===== config.mk =====
export PLATFORM = sky130hd
export DESIGN_NAME = dma_addr_gen
export DESIGN_NICKNAME = d
export VERILOG_FILES = /design/src/rtl/dma_ag_pkg.sv /design/src/rtl/dma_ag_cfg_check.sv /design/src/rtl/dma_ag_counter.sv /design/src/rtl/dma_ag_addr_step.sv /design/src/rtl/dma_addr_gen.sv
export SDC_FILE = /design/constraint.sdc
export NUM_CORES = 1
export LEC_CHECK = 0
export BUFFER_PORTS_ARGS = -buffer_cell sky130_fd_sc_hd__buf_2
export CAP_MARGIN = 20
export CORE_ASPECT_RATIO = 1.75
export CORE_UTILIZATION = 55
export CTS_CLUSTER_SIZE = 10
export DETAILED_ROUTE_END_ITERATION = 7
export HOLD_SLACK_MARGIN = 0.15
export PLACE_DENSITY_LB_ADDON = 0.05
export SYNTH_ARGS = -nofsm -noshare
export SYNTH_HDL_FRONTEND = slang
export SYNTH_HIERARCHICAL = 1
export SYNTH_SLANG_ARGS = --single-unit

===== constraint.sdc =====
create_clock -name clk_i -period 6.2 [get_ports clk_i]
set_input_delay 0.62 -clock clk_i [delete_from_list [all_inputs] [get_ports clk_i]]
set_output_delay 0.62 -clock clk_i [all_outputs]
set_load 0.03 [all_outputs]

===== src/rtl/dma_ag_pkg.sv =====
package dma_ag_pkg;

    typedef enum logic [1:0] {
        MODE_INCR  = 2'd0,
        MODE_FIXED = 2'd1,
        MODE_WRAP  = 2'd2,
        MODE_RSVD  = 2'd3
    } ag_mode_e;

    typedef enum logic [1:0] {
        ST_IDLE = 2'd0,
        ST_RUN  = 2'd1,
        ST_DONE = 2'd2,
        ST_ERR  = 2'd3
    } ag_state_e;

    // Bytes per beat for a granularity code; 0 marks an unsupported code.
    function automatic logic [2:0] gran_step(input logic [1:0] code);
        logic [2:0] s;
        unique case (code)
            2'd0:    s = 3'd1;
            2'd1:    s = 3'd2;
            2'd2:    s = 3'd4;
            default: s = 3'd0;
        endcase
        return s;
    endfunction

    // Low address bits that must be clear for a given granularity code.
    function automatic logic [1:0] gran_mask(input logic [1:0] code);
        logic [1:0] m;
        unique case (code)
            2'd0:    m = 2'b00;
            2'd1:    m = 2'b01;
            default: m = 2'b11;
        endcase
        return m;
    endfunction

endpackage


===== src/rtl/dma_ag_cfg_check.sv =====
module dma_ag_cfg_check
    import dma_ag_pkg::*;
#(
    parameter int AW = 32,
    parameter int CW = 16,
    parameter int TW = 24
) (
    input  logic [AW-1:0] base_i,
    input  logic [1:0]    gran_i,
    input  logic [1:0]    mode_i,
    input  logic [CW-1:0] chunk_i,
    input  logic [TW-1:0] total_i,
    output logic          ok_o
);
    logic [1:0] mask;
    logic       gran_ok, align_ok, mode_ok, size_ok, mult_ok;

    always_comb begin
        mask     = gran_mask(gran_i);
        gran_ok  = (gran_step(gran_i) != 3'd0);
        align_ok = ((base_i[1:0] & mask) == 2'b00);
        mode_ok  = (mode_i != MODE_RSVD);
        size_ok  = (chunk_i != '0) && (total_i != '0);
        mult_ok  = ((chunk_i[1:0] & mask) == 2'b00) && ((total_i[1:0] & mask) == 2'b00);
        ok_o     = gran_ok && align_ok && mode_ok && size_ok && mult_ok;
    end

    // the reserved granularity code is never accepted
    always_comb begin
        if (gran_i == 2'd3) begin
            assert_gran_rsvd_R4: assert (!ok_o);
        end
    end
endmodule


===== src/rtl/dma_ag_counter.sv =====
module dma_ag_counter #(
    parameter int CW = 16,
    parameter int TW = 24
) (
    input  logic          clk_i,
    input  logic          rst_ni,
    input  logic          clr_i,
    input  logic          fire_i,
    input  logic          run_i,
    input  logic [2:0]    step_i,
    input  logic [CW-1:0] chunk_i,
    input  logic [TW-1:0] total_i,
    output logic          last_chunk_o,
    output logic          last_xfer_o
);
    logic [CW-1:0] chunk_cnt_q;
    logic [TW-1:0] total_cnt_q;
    logic [CW:0]   chunk_nxt;
    logic [TW:0]   total_nxt;

    always_comb begin
        chunk_nxt    = {1'b0, chunk_cnt_q} + {{(CW-2){1'b0}}, step_i};
        total_nxt    = {1'b0, total_cnt_q} + {{(TW-2){1'b0}}, step_i};
        last_xfer_o  = (total_nxt == {1'b0, total_i});
        last_chunk_o = (chunk_nxt == {1'b0, chunk_i}) || last_xfer_o;
    end

    always_ff @(posedge clk_i or negedge rst_ni) begin
        if (!rst_ni) begin
            chunk_cnt_q <= '0;
            total_cnt_q <= '0;
        end else if (clr_i) begin
            chunk_cnt_q <= '0;
            total_cnt_q <= '0;
        end else if (fire_i) begin
            total_cnt_q <= total_nxt[TW-1:0];
            chunk_cnt_q <= last_chunk_o ? '0 : chunk_nxt[CW-1:0];
        end
    end

    // the in-chunk count stays below the chunk length while running
    assert_chunk_bound_R7: assert property (@(posedge clk_i) disable iff (!rst_ni)
        run_i |-> (chunk_cnt_q < chunk_i));

    // the transfer count stays below the total while running
    assert_total_bound_R7: assert property (@(posedge clk_i) disable iff (!rst_ni)
        run_i |-> (total_cnt_q < total_i));
endmodule


===== src/rtl/dma_ag_addr_step.sv =====
module dma_ag_addr_step
    import dma_ag_pkg::*;
#(
    parameter int AW = 32
) (
    input  logic          clk_i,
    input  logic          rst_ni,
    input  logic          load_i,
    input  logic [AW-1:0] load_base_i,
    input  logic          fire_i,
    input  logic [2:0]    step_i,
    input  logic [1:0]    mode_i,
    input  logic [AW-1:0] base_i,
    input  logic          last_chunk_i,
    output logic [AW-1:0] addr_o
);
    logic [AW-1:0] addr_q, addr_d, addr_inc;

    always_comb begin
        addr_inc = addr_q + {{(AW-3){1'b0}}, step_i};
        addr_d   = addr_q;
        if (load_i) begin
            addr_d = load_base_i;
        end else if (fire_i) begin
            unique case (mode_i)
                MODE_INCR:  addr_d = addr_inc;
                MODE_FIXED: addr_d = base_i;
                MODE_WRAP:  addr_d = last_chunk_i ? base_i : addr_inc;
                default:    addr_d = addr_q;
            endcase
        end
    end

    always_ff @(posedge clk_i or negedge rst_ni) begin
        if (!rst_ni) addr_q <= '0;
        else         addr_q <= addr_d;
    end

    assign addr_o = addr_q;

    // the address holds when there is neither a load nor an accepted beat
    assert_addr_hold_R5: assert property (@(posedge clk_i) disable iff (!rst_ni)
        (!load_i && !fire_i) |=> $stable(addr_o));
endmodule


===== src/rtl/dma_addr_gen.sv =====
module dma_addr_gen
    import dma_ag_pkg::*;
#(
    parameter int AW = 32,
    parameter int CW = 16,
    parameter int TW = 24
) (
    input  logic          clk_i,
    input  logic          rst_ni,
    input  logic          load_i,
    input  logic [AW-1:0] base_i,
    input  logic [1:0]    gran_i,
    input  logic [1:0]    mode_i,
    input  logic [CW-1:0] chunk_bytes_i,
    input  logic [TW-1:0] total_bytes_i,
    input  logic          adv_i,
    output logic [AW-1:0] addr_o,
    output logic          busy_o,
    output logic          done_o,
    output logic          cfg_err_o,
    output logic          last_in_chunk_o,
    output logic          last_in_transfer_o
);
    ag_state_e     state_q, state_d;
    logic [AW-1:0] base_q;
    logic [1:0]    gran_q, mode_q;
    logic [CW-1:0] chunk_q;
    logic [TW-1:0] total_q;
    logic [2:0]    step;
    logic          cfg_ok, fire, run, last_chunk, last_xfer;

    dma_ag_cfg_check #(.AW(AW), .CW(CW), .TW(TW)) u_cfg (
        .base_i  (base_i),
        .gran_i  (gran_i),
        .mode_i  (mode_i),
        .chunk_i (chunk_bytes_i),
        .total_i (total_bytes_i),
        .ok_o    (cfg_ok)
    );

    always_ff @(posedge clk_i or negedge rst_ni) begin
        if (!rst_ni) begin
            base_q  <= '0;
            gran_q  <= '0;
            mode_q  <= '0;
            chunk_q <= '0;
            total_q <= '0;
        end else if (load_i) begin
            base_q  <= base_i;
            gran_q  <= gran_i;
            mode_q  <= mode_i;
            chunk_q <= chunk_bytes_i;
            total_q <= total_bytes_i;
        end
    end

    assign step = gran_step(gran_q);
    assign run  = (state_q == ST_RUN);
    assign fire = adv_i && run && !load_i;

    dma_ag_counter #(.CW(CW), .TW(TW)) u_cnt (
        .clk_i        (clk_i),
        .rst_ni       (rst_ni),
        .clr_i        (load_i),
        .fire_i       (fire),
        .run_i        (run),
        .step_i       (step),
        .chunk_i      (chunk_q),
        .total_i      (total_q),
        .last_chunk_o (last_chunk),
        .last_xfer_o  (last_xfer)
    );

    dma_ag_addr_step #(.AW(AW)) u_addr (
        .clk_i        (clk_i),
        .rst_ni       (rst_ni),
        .load_i       (load_i),
        .load_base_i  (base_i),
        .fire_i       (fire),
        .step_i       (step),
        .mode_i       (mode_q),
        .base_i       (base_q),
        .last_chunk_i (last_chunk),
        .addr_o       (addr_o)
    );

    // Next-state logic
    always_comb begin
        state_d = state_q;
        if (load_i) begin
            state_d = cfg_ok ? ST_RUN : ST_ERR;
        end else begin
            unique case (state_q)
                ST_IDLE: state_d = ST_IDLE;
                ST_RUN:  state_d = (fire && last_xfer) ? ST_DONE : ST_RUN;
                ST_DONE: state_d = ST_DONE;
                ST_ERR:  state_d = ST_ERR;
                default: state_d = ST_IDLE;
            endcase
        end
    end

    // State register
    always_ff @(posedge clk_i or negedge rst_ni) begin
        if (!rst_ni) state_q <= ST_IDLE;
        else         state_q <= state_d;
    end

    // Outputs
    always_comb begin
        busy_o             = 1'b0;
        done_o             = 1'b0;
        cfg_err_o          = 1'b0;
        last_in_chunk_o    = 1'b0;
        last_in_transfer_o = 1'b0;
        unique case (state_q)
            ST_IDLE: ;
            ST_RUN: begin
                busy_o             = 1'b1;
                last_in_chunk_o    = last_chunk;
                last_in_transfer_o = last_xfer;
            end
            ST_DONE: done_o    = 1'b1;
            ST_ERR:  cfg_err_o = 1'b1;
            default: ;
        endcase
    end

    // incrementing beats step by the granularity
    assert_incr_step_R1: assert property (@(posedge clk_i) disable iff (!rst_ni)
        (fire && mode_q == MODE_INCR) |=> (addr_o == $past(addr_o) + {{(AW-3){1'b0}}, $past(step)}));

    // fixed mode never leaves the base
    assert_fixed_base_R2: assert property (@(posedge clk_i) disable iff (!rst_ni)
        (busy_o && mode_q == MODE_FIXED) |-> (addr_o == base_q));

    // wrap mode returns to the base after a chunk closes
    assert_wrap_return_R3: assert property (@(posedge clk_i) disable iff (!rst_ni)
        (fire && mode_q == MODE_WRAP && last_in_chunk_o && !last_in_transfer_o) |=> (addr_o == base_q));

    // an error and a running transfer never coexist
    assert_err_not_busy_R6: assert property (@(posedge clk_i) disable iff (!rst_ni)
        cfg_err_o |-> (!busy_o && !done_o));

    // the transfer end is always also a chunk end
    assert_last_nesting_R7: assert property (@(posedge clk_i) disable iff (!rst_ni)
        last_in_transfer_o |-> last_in_chunk_o);

    // the final accepted beat leads to done
    assert_finish_done_R8: assert property (@(posedge clk_i) disable iff (!rst_ni)
        (fire && last_in_transfer_o) |=> (done_o && !busy_o));
endmodule


# --- Word-level counts from Yosys, hierarchy flattened ---
# Cells that the tools add are included.
word_totals:
  memories: 0
  in_bits: 80
  word_cells: 72
  register_bits: 150
  output_inout_bits: 37
  mem_bits_ro: 0
  latch_bits: 0
  ram_bits: 0
op_classes:
  n_addsub: 3
  muxes: 21
  magnitude_cmp: 0
  n_reduce_logical: 24
  div_mod_pow: 0
  n_mul: 0
  eq_ne: 12
  bitwise: 3
  shifts: 0
op_table:
  columns: ["cell", "n"]
  rows:
  - ["32-bit two-way mux", 3]
  - ["32-bit case mux with 3 select lines", 1]
  - ["16-bit two-way mux", 3]
  - ["24-bit two-way mux", 2]
  - ["32-bit by 3-bit adder with 32-bit output", 1]
  - ["24-bit by 3-bit adder with 25-bit output", 1]
  - ["25-bit by 24-bit equality test with 1-bit output", 1]
  - ["24-bit nonzero test", 1]
  - ["3-bit case mux with 3 select lines", 2]
  - ["16-bit by 3-bit adder with 17-bit output", 1]
  - ["17-bit by 16-bit equality test with 1-bit output", 1]
  - ["16-bit nonzero test", 1]
  - ["2-bit zero test", 7]
  - ["2-bit equality test, second input constant", 5]
  - ["1-bit logical AND", 9]
  - ["2-bit by 1-bit equality test with 1-bit output, second input constant", 4]
  - ["2-bit case mux with 4 select lines", 1]
  - ["2-bit AND", 3]
  - ["2-bit two-way mux", 3]
  - ["1-bit two-way mux", 5]
  - ["2-bit case mux with 2 select lines", 1]
  - ["4-bit nonzero test", 1]
  - ["3-bit nonzero test", 1]
  - ["2-bit inequality test, second input constant", 1]
  - ["other kinds (4)", 4]

# --- Depth between registers and ports, before layout ---
logic_depth:
  ltp_word: 10
  depth_mapped: 19
  ltp_nobuf: 17

# --- Cells and area by module ---
# The synthesis kept the hierarchy.
modules_own_cells:
  columns: ["mod", "area_per_inst_um2", "instances", "cells_each", "seq_area_each_um2"]
  rows:
  - ["dma_ag_counter", 3847.4, 1, 483, 1001.0]
  - ["dma_addr_gen", 3347.0, 1, 177, 1951.9]
  - ["dma_ag_addr_step", 2770.2, 1, 344, 800.8]
  - ["dma_ag_cfg_check", 145.1, 1, 19, 0.0]

# --- Worst setup path after synthesis ---
# Ideal clock, no wire load.
synth_path:
  path_type: "reg-to-reg"
  start: "register gran_q[0]"
  end: "register u_addr.addr_q[29], in the netlist u_addr/addr_o[29]"
  path_stages_with_launch: 18
  required_time_ps: 6074
  slack_ps: 2090
  path_buffers: 2
  period_less_slack_ps: 4110
  arrival_ps: 3984
  path_cell_list: "dfrtp_1 nor2b_1 inv_1 fa_1 nand2b_2 a2111oi_4 a221o_1 o211ai_1 o2111ai_1 and4b_1 a31o_2 a21o_1 and2_1 clkbuf_1 buf_2 a31oi_1 o211ai_1 a311o_1"
synth_between:
  elab_chain_len: 9
  word_cells_on_any_way: 14
synth_rtl:
  columns: ["item", "line_no", "source"]
  rows:
  - ["start, declared", "dma_addr_gen.sv:26", "logic [1:0] gran_q, mode_q;"]
  - ["start signal, assigned", "dma_addr_gen.sv:50", "gran_q <= gran_i;"]
  - ["2-bit equality test, or another cell as far along", "dma_ag_pkg.sv:20", "unique case (code)"]
  - ["3-bit case mux with 3 select lines *", "dma_ag_pkg.sv:20", null]
  - ["net step[1]", "dma_addr_gen.sv:29", "logic [2:0] step;"]
  - ["24-bit by 3-bit adder with 25-bit output *", "dma_ag_counter.sv:23", "total_nxt = {1'b0, total_cnt_q} + {{(TW-2){1'b0}}, step_i};"]
  - ["25-bit by 24-bit equality test with 1-bit output *", "dma_ag_counter.sv:24", "last_xfer_o = (total_nxt == {1'b0, total_i});"]
  - ["net last_xfer", "dma_addr_gen.sv:30", "logic cfg_ok, fire, run, last_chunk, last_xfer;"]
  - ["1-bit logical OR *", "dma_ag_counter.sv:25", "last_chunk_o = (chunk_nxt == {1'b0, chunk_i}) || last_xfer_o;"]
  - ["net last_chunk", "dma_addr_gen.sv:30", null]
  - ["32-bit two-way mux *", "dma_ag_addr_step.sv:28", "MODE_WRAP: addr_d = last_chunk_i ? base_i : addr_inc;"]
  - ["32-bit case mux with 3 select lines *", "dma_ag_addr_step.sv:25", "unique case (mode_i)"]
  - ["32-bit two-way mux *", "dma_ag_addr_step.sv:24", "end else if (fire_i) begin"]
  - ["32-bit two-way mux *", "dma_ag_addr_step.sv:22", "if (load_i) begin"]
  - ["end signal, assigned", "dma_ag_addr_step.sv:36", "else addr_q <= addr_d;"]
  - ["end, declared", "dma_ag_addr_step.sv:17", "logic [AW-1:0] addr_q, addr_d, addr_inc;"]
# Mark *: on every way through the listed nets, which the timed path passes. The rest lies on a longest branch. The select of a mux whose other input is x is not followed.
# A chain may end at the register's enable or synchronous reset.

# --- Worst setup path in the final report ---
layout_path:
  start: "register gran_q[0]"
  end: "register u_addr.addr_q[23], in the netlist u_addr/addr_o[23]"
# The elaborated chain is that of the path after synthesis.

==> summary.txt <==
Clock tree
  – Post-CTS Hold Buffers: 0
  – Worst-Skew Late Latency: 0.43 ns
  – TritonCTS clock tree: done
  – # H-tree levels: 4
  – TritonCTS Sinks: 150
  – CTS clk-pin slew, worst paths: 0.07 ns
  – Longest Clk Path Bufs: 2
  – Post-CTS sizing: 0
  – Post-CTS Setup Inserts: 0
  – Root buf cell: clkbuf_16
  – Cts bufs inserted: 17

Place
  – Placed cells: 1321
  – Dpl hpwl: 20400 um
  – GPL Wtd Cong: 0.931
  – Dpl cell area: 0.0106 mm2
  – # port buffers: 116

Final layout
  – FILL cells: 1530
  – Seq. cell area: 0.00375 mm2
  – Final instance area: 0.0112 mm2
  – Share of cells above drive strength 1: 23.7%
  – Area grow syn2layout: 11.2%
  – Post-Layout Cell Count: 1353
  – Nets: 1201
  – Diode count: 0
  – Area of the multi-input gates: 0.00582 mm2

Logic synthesis
  – Mean Syn Cell Area: 9.88 um2
  – Yosys Warn Count: 6
  – Top-count cell post-synth: dfrtp_1
  – Gate Count Post-Synth: 1023
  – Sequential cell area fraction in the yosys report: 37.1%
  – Area contributors post-synth: dfrtp_1 (37%), mux2_4 (11%), xnor2_1 (4.1%)
  – Mapped Area: 0.0101 mm2
  – Share of Yosys cell area claimed by the top area cell type: 37.1%
  – Synth unique cells: 88
  – Synth Register Bits: 150
  – FFs w/ async S/R, synth: 100%
  – Post-synth net total: 1118
  – Biggest area consumer among synthesized cells: dfrtp_1
  – EDFF count, synth: 0
  – Most used DFF post-synth: dfrtp_1
  – Post-synth top cells: dfrtp_1 (150), nand2_1 (95), mux2_4 (76), nor2_1 (60), xnor2_1 (47)

Outcome
  – Status: complete, no violations

Timing
  – Measured slew at the worst slew-check pin: 1.05 ns
  – Hold Vio Cnt, Final: 0
  – Min Tclk post-route: 5.11 ns
  – Final setup violation count: 0
  – Slew headroom: 29.7%
  – Setup TNS Final: 0 ns
  – Tcrit/Tclk final: 82.4%
  – Maximum clock frequency: 196 MHz
  – Hold slack: 0.207 ns
  – RSZ-0062 raised after global routing: no
  – Slew Limit Fails: 0
  – Setup Skew: 0.0118 ns

GRT
  – Largest net degree at the start of global routing: 79
  – Total GRT Usage: 30.7%
  – Vias in the first global route: 8573
  – Global-route wire length before repair: 45300 um
  – Initial antenna violation count: 0
  – Gr ovfl total: 0

Critical path
  – R2R setup slack: 1.09 ns
  – Worst-path cell chain: nor2b_1 -> inv_1 -> fa_1 -> nand2b_2 -> a2111oi_4 -> nand3_1 -> o211ai_1 -> o2111ai_1 -> and4b_1 -> a31o_2 -> nand2b_1 -> nand2_1 -> o21ai_0 -> nor3_1 -> a221o_1
  – Worst Setup SP: gran_q[0]
  – Worst-path maximum fanout: 24
  – Critical path arrival: 5.42 ns
  – Reg2Reg Capture Point: u_addr/addr_o[23]
  – Critical path launch point type: flop
  – CP Capture Type: flop
  – WS Path Type: flop to flop
  – Reg2reg start: gran_q[0]
  – Crit path capture: u_addr/addr_o[23]
  – CP peak stage delay: 0.59 ns
  – Critical path data required time: 6.52 ns
  – Critical-path top delay cell: nand2_1
  – Worst R2R Path Depth: 15

Floorplan
  – # rows: 65
  – Die width: 104 um
  – Initial core utilization: 56.2%
  – Die Y: 181 um
  – Die area: 0.0189 mm2
  – I/O pins: 117
  – Core area: 0.0180 mm2

Pwr
  – Power Dens Cells: 260 mW/mm2
  – P_sw: 0.956 mW
  – Pint: 1.96 mW
  – Max VDD drop: 179 uV
  – Total Power: 2.92 mW
  – Share of power burned in the clock network: 36.7%
  – Sw Ratio: 32.7%
  – LEAKAGE: 4.75 nW
  – Sequential Power Share: 40.7%
  – Logic pwr share: 22.6%

Route
  – Detailed Route WL: 28100 um
  – Avg Vias per Cell: 6.27
  – DR pass1 iterations: 5
  – Via Count: 8485
  – Routed Antenna Nets: 0
  – Initial drt markers: 449
  – Avg WL per Cell: 20.7 um
  – Residual DRC count: 0

Run
  – Max Cap Viol: 0

Min path
  – Hold/Removal Path Class: input pin to async pin
## worst min-delay path by stage
stage / startpoint / endpoint / cells after the start / slack (ns)
floorplan: rst_ni / base_q[0] / 0 / 0.32
global placement: u_cnt/chunk_cnt_q[0] / u_cnt/chunk_cnt_q[0] / 2 / 0.47
detailed placement: u_cnt/chunk_cnt_q[2] / u_cnt/chunk_cnt_q[2] / 2 / 0.47
CTS: rst_ni / base_q[10] / 1 / 0.24
global route: rst_ni / base_q[10] / 1 / 0.27
finish: rst_ni / u_cnt/total_cnt_q[16] / 1 / 0.21
## cell type report
type,count,area share (%)
multi-input combinational,780,51.7
tap,234,2.60
sequential,150,33.4
clock buffer,18,3.91
timing repair buffer,124,5.81
clock inverter,14,1.45
inverter,33,1.10
## power groups by stage
stage               logic (mW)  registers, mW  clock network [mW]
finish                   0.659           1.19                1.07
global route             0.715           1.20                1.13
CTS                      0.659           1.19                1.09
detailed placement       0.655           1.20                   0
global placement         0.648           1.20                   0
floorplan                0.406           1.25                   0
## worst max-delay path: cells and delay by family, from the launching register on
kind / cells / cell delay (ns)
fa+ha+maj: 1 / 0.52
buf+inv: 1 / 0.19
simple gates: 7 / 2.08
compound gates: 6 / 1.82
flops: 1 / 0.38
## metrics by stage
step           setup WS, ns  util, %
2_1_floorplan          2.09        -
3_3_place_gp           1.22     59.2
3_5_place_dp           1.13     59.2
4_1_cts                1.09     62.6
5_1_grt               0.633     62.6
6_report               1.09     62.6
## cell usage in the layout (no fill, tap or decap), drive strengths merged, types with 21 or more instances in the layout
cell / n
o21ai: 44
mux2: 76
a21oi: 35
nand4: 31
nor4: 21
nand3: 46
xor2: 30
nor2: 61
inv: 40
xnor2: 47
dfrtp: 150
nand2: 96
buf: 124
## flip-flops by register name, indices dropped and copies added (netlist names)
signal	flops
u_cnt/total_cnt_q	24
total_q	24
base_q	32
mode_q	2
chunk_q	16
u_addr/addr_o	32
state_q	2
u_cnt/chunk_cnt_q	16
gran_q	2
## cells by family after synthesis
kind of cell | count (synthesis) | share of synthesized area (%)
AO/OA/AOI/OAI | 234 | 16.6
XOR/XNOR | 77 | 6.75
flip-flops | 150 | 37.1
adder cells (fa/ha/maj) | 15 | 2.08
multiplexers | 85 | 12.2
buffers and inverters | 93 | 5.35
AND/OR/NAND/NOR | 369 | 19.9
## routing by layer
| metal | vias to the layer above | GRT usage (%) | part of all wire [%] |
|---|---|---|---|
| met4 | 0 | 16.5 | 4.1 |
| li1 | 3982 | - | - |
| met5 | - | 0 | 0 |
| met3 | 79 | 5.52 | 4.4 |
| met2 | 276 | 54.4 | 53 |
| met1 | 4148 | 34.8 | 39 |
Note: power is estimated with default switching activity, not from simulation.
